File: src/rtl/blk_lock_pkg.sv
`timescale 1ns/1ps
package blk_lock_pkg;
  localparam logic [15:0] OP_BLK     = 16'h0060;
  localparam logic [15:0] OP_PROT    = 16'h00C0;
  localparam logic [15:0] SUB_LOCK   = 16'h0001;
  localparam logic [15:0] SUB_UNLOCK = 16'h00D0;
  localparam logic [15:0] SUB_LDOWN  = 16'h002F;
  localparam logic [15:0] SUB_FREEZE = 16'hFFFD;

  typedef enum logic [1:0] {
    SEQ_IDLE,
    SEQ_BLK,
    SEQ_PROT
  } seq_st_e;
endpackage

File: src/rtl/blk_cmd_seq.sv
`timescale 1ns/1ps
module blk_cmd_seq
  import blk_lock_pkg::*;
#(
  parameter int unsigned ADDR_W   = 16,
  parameter int unsigned NUM_BLK  = 8,
  parameter int unsigned BLK_LSB  = 12,
  parameter int unsigned LPA      = 32'h80,
  parameter int unsigned PR_BASE  = 32'h81,
  parameter int unsigned PR_WORDS = 4
) (
  input  logic               clk_i,
  input  logic               rst_ni,
  input  logic               wr_en_i,
  input  logic [ADDR_W-1:0]  addr_i,
  input  logic [15:0]        data_i,
  input  logic               busy_i,
  input  logic               frozen_i,
  input  logic [NUM_BLK-1:0] ldown_i,
  output logic [NUM_BLK-1:0] sel_o,
  output logic               lock_o,
  output logic               unlock_o,
  output logic               ldown_set_o,
  output logic               freeze_o,
  output logic               prog_o,
  output logic               err_o
);
  localparam int unsigned HI_W = ADDR_W - BLK_LSB;
  localparam logic [ADDR_W-1:0] LPA_A   = ADDR_W'(LPA);
  localparam logic [ADDR_W-1:0] PR_LO_A = ADDR_W'(PR_BASE);
  localparam logic [ADDR_W-1:0] PR_HI_A = ADDR_W'(PR_BASE + PR_WORDS);

  seq_st_e           st_q, st_d;
  logic [ADDR_W-1:0] addr_q;
  logic              accept, open_cmd, same_addr, blk_ok, ld_hit, in_pr, bad;

  for (genvar i = 0; i < NUM_BLK; i++) begin : g_sel
    assign sel_o[i] = (addr_i[ADDR_W-1:BLK_LSB] == HI_W'(i));
  end

  assign accept    = wr_en_i & ~busy_i;
  assign open_cmd  = accept && (st_q == SEQ_IDLE) &&
                     ((data_i == OP_BLK) || (data_i == OP_PROT));
  assign same_addr = (addr_i == addr_q);
  assign blk_ok    = |sel_o;
  assign ld_hit    = |(sel_o & ldown_i);
  assign in_pr     = (addr_i >= PR_LO_A) && (addr_i < PR_HI_A);

  always_comb begin
    st_d        = st_q;
    lock_o      = 1'b0;
    unlock_o    = 1'b0;
    ldown_set_o = 1'b0;
    freeze_o    = 1'b0;
    prog_o      = 1'b0;
    bad         = 1'b0;
    if (accept) begin
      unique case (st_q)
        SEQ_IDLE: begin
          if (data_i == OP_BLK)       st_d = SEQ_BLK;
          else if (data_i == OP_PROT) st_d = SEQ_PROT;
        end
        SEQ_BLK: begin
          st_d = SEQ_IDLE;
          if (!same_addr || !blk_ok) bad = 1'b1;
          else begin
            unique case (data_i)
              SUB_LOCK:   lock_o = 1'b1;
              SUB_UNLOCK: if (ld_hit) bad = 1'b1; else unlock_o = 1'b1;
              SUB_LDOWN:  ldown_set_o = 1'b1;
              default:    bad = 1'b1;
            endcase
          end
        end
        SEQ_PROT: begin
          st_d = SEQ_IDLE;
          if (!same_addr) bad = 1'b1;
          else if (addr_i == LPA_A) begin
            if ((data_i == SUB_FREEZE) && !frozen_i) freeze_o = 1'b1;
            else bad = 1'b1;
          end else if (in_pr) begin
            if (frozen_i) bad = 1'b1;
            else prog_o = 1'b1;
          end else bad = 1'b1;
        end
        default: st_d = SEQ_IDLE;
      endcase
    end
  end

  always_ff @(posedge clk_i or negedge rst_ni) begin
    if (!rst_ni) begin
      st_q   <= SEQ_IDLE;
      addr_q <= '0;
      err_o  <= 1'b0;
    end else begin
      st_q <= st_d;
      if (open_cmd) addr_q <= addr_i;
      if (bad)           err_o <= 1'b1;
      else if (open_cmd) err_o <= 1'b0;
    end
  end
endmodule

File: src/rtl/blk_lock_bank.sv
`timescale 1ns/1ps
module blk_lock_bank #(
  parameter int unsigned NUM_BLK = 8
) (
  input  logic               clk_i,
  input  logic               rst_ni,
  input  logic [NUM_BLK-1:0] sel_i,
  input  logic               lock_i,
  input  logic               unlock_i,
  input  logic               ldown_set_i,
  output logic [NUM_BLK-1:0] locked_o,
  output logic [NUM_BLK-1:0] ldown_o
);
  for (genvar i = 0; i < NUM_BLK; i++) begin : g_blk
    always_ff @(posedge clk_i or negedge rst_ni) begin
      if (!rst_ni) begin
        locked_o[i] <= 1'b1;
        ldown_o[i]  <= 1'b0;
      end else if (sel_i[i]) begin
        if (lock_i) locked_o[i] <= 1'b1;
        if (ldown_set_i) begin
          locked_o[i] <= 1'b1;
          ldown_o[i]  <= 1'b1;
        end
        // lock-down blocks unlock here as well as upstream
        if (unlock_i && !ldown_o[i]) locked_o[i] <= 1'b0;
      end
    end
  end
endmodule

File: src/rtl/blk_prot_ctrl.sv
`timescale 1ns/1ps
module blk_prot_ctrl #(
  parameter int unsigned ADDR_W = 16
) (
  input  logic              clk_i,
  input  logic              rst_ni,
  input  logic              prog_i,
  input  logic              freeze_i,
  input  logic [ADDR_W-1:0] addr_i,
  input  logic [15:0]       data_i,
  input  logic              done_i,
  output logic              req_o,
  output logic [ADDR_W-1:0] addr_o,
  output logic [15:0]       data_o,
  output logic              frozen_o
);
  always_ff @(posedge clk_i or negedge rst_ni) begin
    if (!rst_ni) begin
      req_o    <= 1'b0;
      addr_o   <= '0;
      data_o   <= '0;
      frozen_o <= 1'b0;
    end else begin
      if (freeze_i) frozen_o <= 1'b1;
      if (prog_i && !req_o) begin
        req_o  <= 1'b1;
        addr_o <= addr_i;
        data_o <= data_i;
      end else if (req_o && done_i) begin
        req_o <= 1'b0;
      end
    end
  end
endmodule

File: src/rtl/blk_lock_dec.sv
`timescale 1ns/1ps
module blk_lock_dec #(
  parameter int unsigned ADDR_W   = 16,
  parameter int unsigned NUM_BLK  = 8,
  parameter int unsigned BLK_LSB  = 12,
  parameter int unsigned LPA      = 32'h80,
  parameter int unsigned PR_BASE  = 32'h81,
  parameter int unsigned PR_WORDS = 4
) (
  input  logic               clk_i,
  input  logic               rst_ni,
  input  logic               wr_en_i,
  input  logic [ADDR_W-1:0]  addr_i,
  input  logic [15:0]        data_i,
  input  logic               prog_done_i,
  output logic [NUM_BLK-1:0] wp_o,
  output logic               err_o,
  output logic               prog_req_o,
  output logic [ADDR_W-1:0]  prog_addr_o,
  output logic [15:0]        prog_data_o
);
  logic [NUM_BLK-1:0] sel, ld_vec;
  logic lock, unlock, ldown_set, freeze, prog, prot_frz;

  blk_cmd_seq #(
    .ADDR_W(ADDR_W), .NUM_BLK(NUM_BLK), .BLK_LSB(BLK_LSB),
    .LPA(LPA), .PR_BASE(PR_BASE), .PR_WORDS(PR_WORDS)
  ) seq_i (
    .clk_i(clk_i), .rst_ni(rst_ni), .wr_en_i(wr_en_i), .addr_i(addr_i),
    .data_i(data_i), .busy_i(prog_req_o), .frozen_i(prot_frz),
    .ldown_i(ld_vec), .sel_o(sel), .lock_o(lock), .unlock_o(unlock),
    .ldown_set_o(ldown_set), .freeze_o(freeze), .prog_o(prog), .err_o(err_o)
  );

  blk_lock_bank #(.NUM_BLK(NUM_BLK)) bank_i (
    .clk_i(clk_i), .rst_ni(rst_ni), .sel_i(sel), .lock_i(lock),
    .unlock_i(unlock), .ldown_set_i(ldown_set), .locked_o(wp_o), .ldown_o(ld_vec)
  );

  blk_prot_ctrl #(.ADDR_W(ADDR_W)) prot_i (
    .clk_i(clk_i), .rst_ni(rst_ni), .prog_i(prog), .freeze_i(freeze),
    .addr_i(addr_i), .data_i(data_i), .done_i(prog_done_i), .req_o(prog_req_o),
    .addr_o(prog_addr_o), .data_o(prog_data_o), .frozen_o(prot_frz)
  );
endmodule

File: config.mk
export PLATFORM = sky130hd
export DESIGN_NAME = blk_lock_dec
export DESIGN_NICKNAME = d
export VERILOG_FILES = /design/src/rtl/blk_lock_pkg.sv /design/src/rtl/blk_cmd_seq.sv /design/src/rtl/blk_lock_bank.sv /design/src/rtl/blk_prot_ctrl.sv /design/src/rtl/blk_lock_dec.sv
export SDC_FILE = /design/constraint.sdc
export NUM_CORES = 1
export LEC_CHECK = 0
export BUFFER_PORTS_ARGS = -buffer_cell sky130_fd_sc_hd__buf_2
export CAP_MARGIN = 20
export CORE_ASPECT_RATIO = 1.25
export CORE_UTILIZATION = 56
export CTS_BUF_LIST = sky130_fd_sc_hd__clkbuf_4
export DETAILED_ROUTE_END_ITERATION = 16
export GPL_ROUTABILITY_DRIVEN = 0
export PLACE_DENSITY = 0.84
export SLEW_MARGIN = 30
export SYNTH_ARGS = -nofsm -noshare
export SYNTH_HDL_FRONTEND = slang
export SYNTH_SLANG_ARGS = --single-unit
export TNS_END_PERCENT = 1
File: constraint.sdc
create_clock -name clk_i -period 2.25 [get_ports clk_i]
set_clock_uncertainty 0.05 [all_clocks]
set_input_delay 0.45 -clock clk_i [delete_from_list [all_inputs] [get_ports clk_i]]
set_output_delay 0.45 -clock clk_i [all_outputs]
set_load 0.01 [all_outputs]
* After elaboration in Yosys (flattened, before gate mapping) *
Cells that the tools add are included.

storage, ports and cells
  word-level logic and storage cells = 157
  output and inout port bits = 42
  bits in registers = 69
  bits of input ports = 36

cells by class
  reductions and logical operators = 60
  bitwise logic cells = 3
  multiplexer cells = 51
  equality and inequality tests = 18
  $lt $le $gt $ge = 2

operators with widths
  kind                                                                 number
  == test 16 x 8 -> 1 bit (second input constant)                      3
  two-way mux 1 bit                                                    46
  AND reduction 2 bit                                                  17
  nonzero test 3 bit                                                   8
  == test 16 x 1 -> 1 bit (second input constant)                      1
  == test 16 bit                                                       1
  == test 16 bit (second input constant)                               1
  == test 16 x 6 -> 1 bit (second input constant)                      1
  == test 16 x 7 -> 1 bit (second input constant)                      1
  == test 4 x 3 -> 1 bit (second input constant)                       4
  greater-or-equal comparator 16 x 8 -> 1 bit (second input constant)  1
  < comparator 16 x 8 -> 1 bit (second input constant)                 1
  OR reduction 8 bit                                                   2
  logical AND 1 bit                                                    14
  zero test 1 bit                                                      12
  AND 8 bit                                                            1
  == test 4 x 2 -> 1 bit (second input constant)                       2
  two-way mux 2 bit                                                    3
  == test 4 x 1 -> 1 bit (second input constant)                       1
  zero test 4 bit                                                      1
  one-hot mux 1 bit (2 select lines)                                   2
  nonzero test 2 bit                                                   2
  != test 3 bit (second input constant)                                1
  == test 2 x 1 -> 1 bit (second input constant)                       1
  other kinds (6)                                                      7

* Depth between registers and ports, before layout *
Gate-level depths: netlist of the first run.

  word-level depth = 11
  mapped depth = 8
  mapped depth without buffers = 6

* By module *
Synthesis of the first run repeated with hierarchy kept, for this count alone.

second synthesis, totals
  cells, all modules = 287
  area, all modules = 3575.9 um^2

by module, submodules not included
  module         instances  area an instance (um^2)  cells each  sequential area each (um^2)
  blk_cmd_seq    1          1497.7                   151         475.5
  blk_prot_ctrl  1          1416.4                   74          850.8
  blk_lock_bank  1          661.9                    62          410.4

* Least setup slack after synthesis of the first run *
Ideal clock, no wire load.

  path type = input to register
  start point = input port data_i[13]
  end point = register seq_i.addr_q[10]
  path slack = 0.012 ns
  path buffers = 2
  arrival = 2.063 ns
  setup time = 0.125 ns
  required time = 2.075 ns
  stages on the path = 6
  cells stage by stage = or4_4 -> nor3_4 -> and4_1 -> buf_6 -> buf_12 -> mux2_4

between the ends
  word-level cells in the longest chain between the ends = 3
  elaborated cells on any way between the ends = 4
  classes of those cells = eq/ne: 2; reduce/logical: 2

RTL lines
  what                                                                line                source
  start, declared                                                     blk_lock_dec.sv:14  input logic [15:0] data_i,
  == test 16 x 7 -> 1 bit or == test 16 x 8 -> 1 bit (tied branches)  blk_cmd_seq.sv:43   ((data_i == OP_BLK) || (data_i == OP_PROT));
  logical OR 1 bit *                                                  blk_cmd_seq.sv:43
  logical AND 1 bit *                                                 blk_cmd_seq.sv:42   assign open_cmd = accept && (st_q == SEQ_IDLE) &&
  end signal, assigned                                                blk_cmd_seq.sv:98   if (open_cmd) addr_q <= addr_i;
  end, declared                                                       blk_cmd_seq.sv:34   logic [ADDR_W-1:0] addr_q;

Every way passes the cells marked *; elsewhere a longest branch is shown, timed or not.
A chain may end at the register's enable or synchronous reset.

* Final worst setup path of the first run *
  start point = register seq_i.addr_q[14]
  end point = register prot_i.data_o[0]

between the ends
  word-level cells in the longest chain between the ends = 5

RTL lines
  what                  line                 source
  == test 16 bit        blk_cmd_seq.sv:44    assign same_addr = (addr_i == addr_q);
  two-way mux 1 bit     blk_cmd_seq.sv:77    if (!same_addr) bad = 1'b1;
  two-way mux 1 bit     blk_cmd_seq.sv:58    unique case (st_q)
  two-way mux 1 bit     blk_cmd_seq.sv:57    if (accept) begin
  logical AND 1 bit     blk_prot_ctrl.sv:25  if (prog_i && !req_o) begin
  end signal, assigned  blk_prot_ctrl.sv:28  data_o <= data_i;
  end, declared         blk_prot_ctrl.sv:14  output logic [15:0] data_o,

Every way passes these cells.

==> metrics.cfg, run 1 <==
[outcome]
outcome = finished with violations
violations = design-rule violations

[cells_and_area]
layout.nets = 419
antennaDiodeCount = 0
post-route-cell-area_um2 = 4213
drive_above_1_share_pct = 44.42
area.growth.synth_to_final_pct = 25.17

[timing]
fmax_ghz = 0.4706
finalSetupViolCount = 0
drv_slew = 0
period_needed_ns = 2.125
worst_slew_pin_slew_ns = 0.4453
slew_headroom_pct = 70.04
grt_setup_unrepaired = no
tns_ns = 0
period_share_pct = 94.44
finalHoldViolations = 0

[synthesis]
yosysTopAreaCell = dfrtp_1
synth_nets = 315
syn_area_per_cell_um2 = 12.19
synth_area_leaders = dfrtp_1, mux2_2, dfstp_2, xor2_1, mux2_4
ys_seq_elements = 69
synth_cell_types = 53
synthesis.area_um2 = 3366
yosysMostFrequentCell = dfrtp_1
synth_top_cells_by_count = dfrtp_1, mux2_2, xor2_1
syn_inst = 276
synth_edf_count = 0
synthArstFlopShare_pct = 100.0
ys_warn_count = 0
synth_ff_type = dfrtp_1
synth.top_cell.area_share_pct = 45.35
yosysSeqAreaShare_pct = 51.60

[power]
seqPwrFrac_pct = 46.8
leakagePower_nw = 2.231
power.switching_w = 0.0006390
clkPwrFrac_pct = 43.2
vdd_drop_max_mv = 0.4109
pwr-share-comb_pct = 10.0
p_sw_share_pct = 23.87
powerDensity_nw_per_um2 = 635.3
internal-power_w = 0.002038

[route]
wl_per_cell_um = 16.08
via_count = 2566
via_per_inst = 5.690
drt_wl_total_um = 7252
first_iter_violations = 211
ant_nets = 0
drcViolationCount = 5
firstDrtPassIters = 10

[clock_tree]
cts_root_buf = clkbuf_4
clockBufferDepth = 2
cts_tree = yes
path_clk_slew_ns = 0.12
cts_buffers = 9
cts.sinks = 69
postCtsSetupBuffers = 0
insertion_delay_ns = 0.43
cts_resized = 0
cts_htree_levels = 3

[setup_path]
reg2reg_from = seq_i.addr_q[14]
cp.depth = 6
cp.required_ns = 2.52
max_stage_delay_ns = 0.44
crit_end = prot_i.data_o[0]
crit_arrival_ns = 2.39
path_delay_family = simple AND/OR/NAND/NOR gates
r2r-end = prot_i.data_o[0]
criticalPathCategory = flop to flop
crit_path_cell_trace = xor2_1, nor4_1, and4_1, nand2_2, buf_12, mux2_1
reg2reg_slack_ns = 0.13
startpoint = seq_i.addr_q[14]
ff2ff_path_depth = 6
critPathMaxFanout = 33
crit_path_start_kind = flop
critPathSlowestCell = nor4_1
crit_buf_inv = 1
endpoint_kind = flop

[global_routing]
grt_usage_pct = 24.98
grt_pass1_wl_um = 11990
grtUsageMet3_pct = 5.581
grt_use_met2_pct = 43.46
grt_max_degree = 70
top_usage_layer = met2
antenna_found_initial = 0
use_met1_pct = 30.26
overflow = 0
grt_pass1_vias = 2664

[floorplanning]
dieArea_um2 = 6326
die_height_um = 88.68
num_rows = 31
ios = 78
die_w_um = 71.34
initial_utilization_pct = 58.24
core-area_um2 = 5779

[placement]
place_area_um2 = 3989
detailed_place_hpwl_um = 5246
io_buffers = 77

[min_path]
min_path_cells = 2
min_path_type = input pin to flop

[run]
drv_cap = 0

worst reg2reg max path, stage by stage (launching register included):
cell and delay [ns]:
dfrtp_1 0.42, xor2_1 0.16, nor4_1 0.44, and4_1 0.32, nand2_2 0.09, buf_12 0.18, mux2_1 0.33
state kept, by name, indices dropped and copies added, names as in the netlist:
| register | flops |
|---|---|
| prot_i.addr_o | 16 |
| prot_i.data_o | 16 |
| seq_i.addr_q | 16 |
| bank_i.ldown_o | 8 |
| bank_i.locked_o | 8 |
| seq_i.st_q | 2 |
| prot_i.frozen_o | 1 |
| prot_i.req_o | 1 |
| seq_i.err_o | 1 |
power by group through the flow:
stage               clock network (W)  logic [W]  registers, W
floorplan                           0   0.000129       0.00128
detailed placement                  0   0.000264       0.00128
CTS                           0.00117   0.000268       0.00125
global route                  0.00122   0.000300       0.00126
global placement                    0   0.000254       0.00128
finish                        0.00115   0.000268       0.00125
layout by cell type (no fill, tap or decap), types with 9 or more instances in the layout:
cell and count:
and2_1 12, xor2_1 17, dfrtp_1 61, mux2_1 9
clkbuf_4 9, mux2_4 9, inv_1 9, buf_4 24
a31oi_1 14, buf_2 77, nor2_1 16, mux2_2 19
through the flow:
step | power (W) | hold slack [ns] | setup slack, ns | utilization (%) | std cells
after detailed placement | 0.001541 | 0.4104 | -0.04795 | 69.02 | 434
after global placement | 0.001531 | 0.3955 | -0.004359 | 69.02 | 434
after CTS | 0.002696 | 0.1123 | 0.1642 | 72.89 | 451
final | 0.002677 | 0.1260 | 0.1252 | 72.89 | 451
after global routing | 0.002776 | 0.1195 | 0.05248 | 72.89 | 451
after floorplan | 0.001406 | 0.1044 | 0.01196 | - | 276
cell families (layout without fill, tap and decap cells):
| logic type | Yosys count | count (layout) | synth area share, % |
|---|---|---|---|
| compound gates | 40 | 40 | 8.959 |
| simple gates | 88 | 88 | 16.73 |
| mux | 37 | 37 | 13.38 |
| buf+inv | 21 | 130 | 3.531 |
| flops | 69 | 69 | 51.60 |
| xor+xnor | 18 | 18 | 4.684 |
| fa+ha+maj | 3 | 3 | 1.115 |
worst min-delay path by stage:
stage / from / end / slack, ns
floorplan: rst_ni / bank_i.ldown_o[0] / 0.10
global placement: prot_i.addr_o[7] / prot_i.addr_o[7] / 0.40
detailed placement: prot_i.addr_o[7] / prot_i.addr_o[7] / 0.41
CTS: prog_done_i / prot_i.req_o / 0.11
global route: prog_done_i / prot_i.req_o / 0.12
finish: prog_done_i / prot_i.req_o / 0.13
area by class of cell:
type / instances / area (um2)
Clock buffer: 9 / 67.56
Clock inverter: 7 / 146.4
Fill cell: 413 / 1567
Inverter: 9 / 33.78
Multi-Input combinational cell: 186 / 1510
Sequential cell: 69 / 1737
Tap cell: 66 / 82.58
Timing Repair Buffer: 105 / 635.6
what timing repair did:
item,CTS,global route
endpoints found under the setup margin,0,0
hold buffers,1,0
hold endpoints to repair,61,0
routing by layer:
layer	part of all wire, %	vias up	wire length [um]
li1	-	1214	-
met1	44	1269	3187
met2	50	74	3650
met3	4.2	9	304
met4	1.5	0	110
met5	0	-	0
Note: power is estimated with default switching activity, not from simulation.
==> run 2: changes to the inputs <==
REMOVE_ABC_BUFFERS = 1   (was default)
==> run 2 against run 1 <==
The flow still finishes with violations (design-rule violations). Combinational power increased by 2%. Worst hold slack improved by 0.040 ns. Register-to-register slack improved by 0.07 ns. Wire length increased by 3.2%. Worst setup slack improved by 0.074 ns. Maximum frequency increased by 3.6%. Sequential share of layout area increased by 0.48 points. Core utilization decreased by 0.84 points. Critical path depth unchanged. Via count increased by 3.3%. First-iteration DRC count increased by 3.3%. Largest cell class unchanged.
==> metrics.cfg, run 2 (same netlist as run 1, synthesis figures left out) <==
[timing]
slew_headroom_pct = 71.46
drv_slew = 0
period_share_pct = 91.16
worst_slew_pin_slew_ns = 0.4224
holdWs_ns = 0.1658
fmax_ghz = 0.4876
finalHoldViolations = 0
finalSetupViolCount = 0
grt_setup_unrepaired = no
tns_ns = 0
period_needed_ns = 2.051

[setup_path]
reg2reg_from = seq_i.addr_q[8]
cp.required_ns = 2.51
crit_end = prot_i.data_o[3]
startpoint = seq_i.addr_q[8]
reg2reg_slack_ns = 0.20
r2r-end = prot_i.data_o[3]
crit_arrival_ns = 2.31
endpoint_kind = flop
crit_path_start_kind = flop
ff2ff_path_depth = 6
criticalPathCategory = flop to flop
critPathMaxFanout = 33

[floorplanning]
die_height_um = 88.68
num_rows = 31
ios = 78
initial_utilization_pct = 58.24
die_w_um = 71.34
core-area_um2 = 5779
dieArea_um2 = 6326

[power]
p_sw_share_pct = 27.13
clkPwrFrac_pct = 34.5
internal-power_w = 0.001699
leakagePower_nw = 2.203
pwr-share-comb_pct = 11.7
power.switching_w = 0.0006326
seqPwrFrac_pct = 53.8
power_w = 0.002332
powerDensity_nw_per_um2 = 560.0
vdd_drop_max_mv = 0.5816

[global_routing]
grt_max_degree = 70
grt_pass1_vias = 2648
grt_usage_pct = 26.03
overflow = 0
antenna_found_initial = 0
grt_pass1_wl_um = 12520

[clock_tree]
path_clk_slew_ns = 0.11
cts_buffers = 9
cts_htree_levels = 3
cts_tree = yes
cts_root_buf = clkbuf_4
cts.sinks = 69
insertion_delay_ns = 0.42
clockBufferDepth = 2

[route]
via_count = 2651
first_iter_violations = 218
via_per_inst = 5.852
ant_nets = 0
firstDrtPassIters = 10
drcViolationCount = 2
drt_wl_total_um = 7482
wl_per_cell_um = 16.52

[cells_and_area]
post-route-cell-area_um2 = 4164
drive_above_1_share_pct = 44.96
area.growth.synth_to_final_pct = 23.72
layout.nets = 421
post-route-util_pct = 72.05
largestRegisters = prot_i.addr_o (16), prot_i.data_o (16), seq_i.addr_q (16)
final_common_cell = buf_2
antennaDiodeCount = 0
most-common-layout-cells = buf_2, dfrtp_1, buf_4, mux2_2, xor2_1

[run]
drv_cap = 0

[outcome]
outcome = finished with violations
violations = design-rule violations

[placement]
place_area_um2 = 4004
io_buffers = 77
detailed_place_hpwl_um = 5366

[min_path]
min_path_type = input pin to flop

run 2: power groups by stage:
stage	Combinational (W)	Clock, W	Sequential, W
after floorplan	0.000119	0	0.00128
after global placement	0.000257	0	0.00128
after detailed placement	0.000268	0	0.00128
after CTS	0.000273	0.000820	0.00125
after global routing	0.000301	0.000866	0.00126
final	0.000273	0.000805	0.00125
run 2: metal layers:
metal	routed length, um	up-vias	share of wire (%)	GRT usage [%]
met5	0	-	0	0
met4	131	0	1.8	10.55
met3	352	12	4.7	5.353
met2	3875	85	52	45.11
met1	3123	1329	42	32.02
li1	-	1225	-	-
run 2: critical path: stages (launching register included):
cell and delay [ns]:
dfrtp_1 0.41, xor2_1 0.16, nor4_1 0.43, and4_1 0.30
nand2_2 0.08, buf_12 0.18, mux2_1 0.33
run 2: repair_timing:
item | CTS | global route
setup buffers | 0 | 0
endpoints found under the hold margin | 61 | 0
gates resized for setup | 0 | 1
endpoints found under the setup margin | 0 | 1
hold buffers | 1 | 0
run 2: final cells by class:
| type | instances | area, um2 |
|---|---|---|
| clock inverters | 7 | 76.32 |
| clock buffers | 9 | 67.56 |
| well taps | 66 | 82.58 |
| multi-input cells | 186 | 1516 |
| repair buffers | 107 | 650.6 |
| flip-flops and latches | 69 | 1737 |
| inverters | 9 | 33.78 |
| fillers | 412 | 1615 |
run 2: worst min-delay path by stage:
stage,cells past startpoint,from,slack (ns),endpoint
detailed placement,1,prot_i.addr_o[4],0.42,prot_i.addr_o[4]
finish,2,prog_done_i,0.17,prot_i.req_o
CTS,2,prog_done_i,0.14,prot_i.req_o
floorplan,0,rst_ni,0.10,bank_i.ldown_o[0]
global placement,1,prot_i.addr_o[7],0.39,prot_i.addr_o[7]
global route,2,prog_done_i,0.18,prot_i.req_o
run 2: through the flow:
stage               setup slack (ns)  instances
floorplan                    -0.2990        264
detailed placement          -0.06247        436
global route                  0.1099        453
finish                        0.1990        453
global placement            -0.01724        436
CTS                           0.1044        453
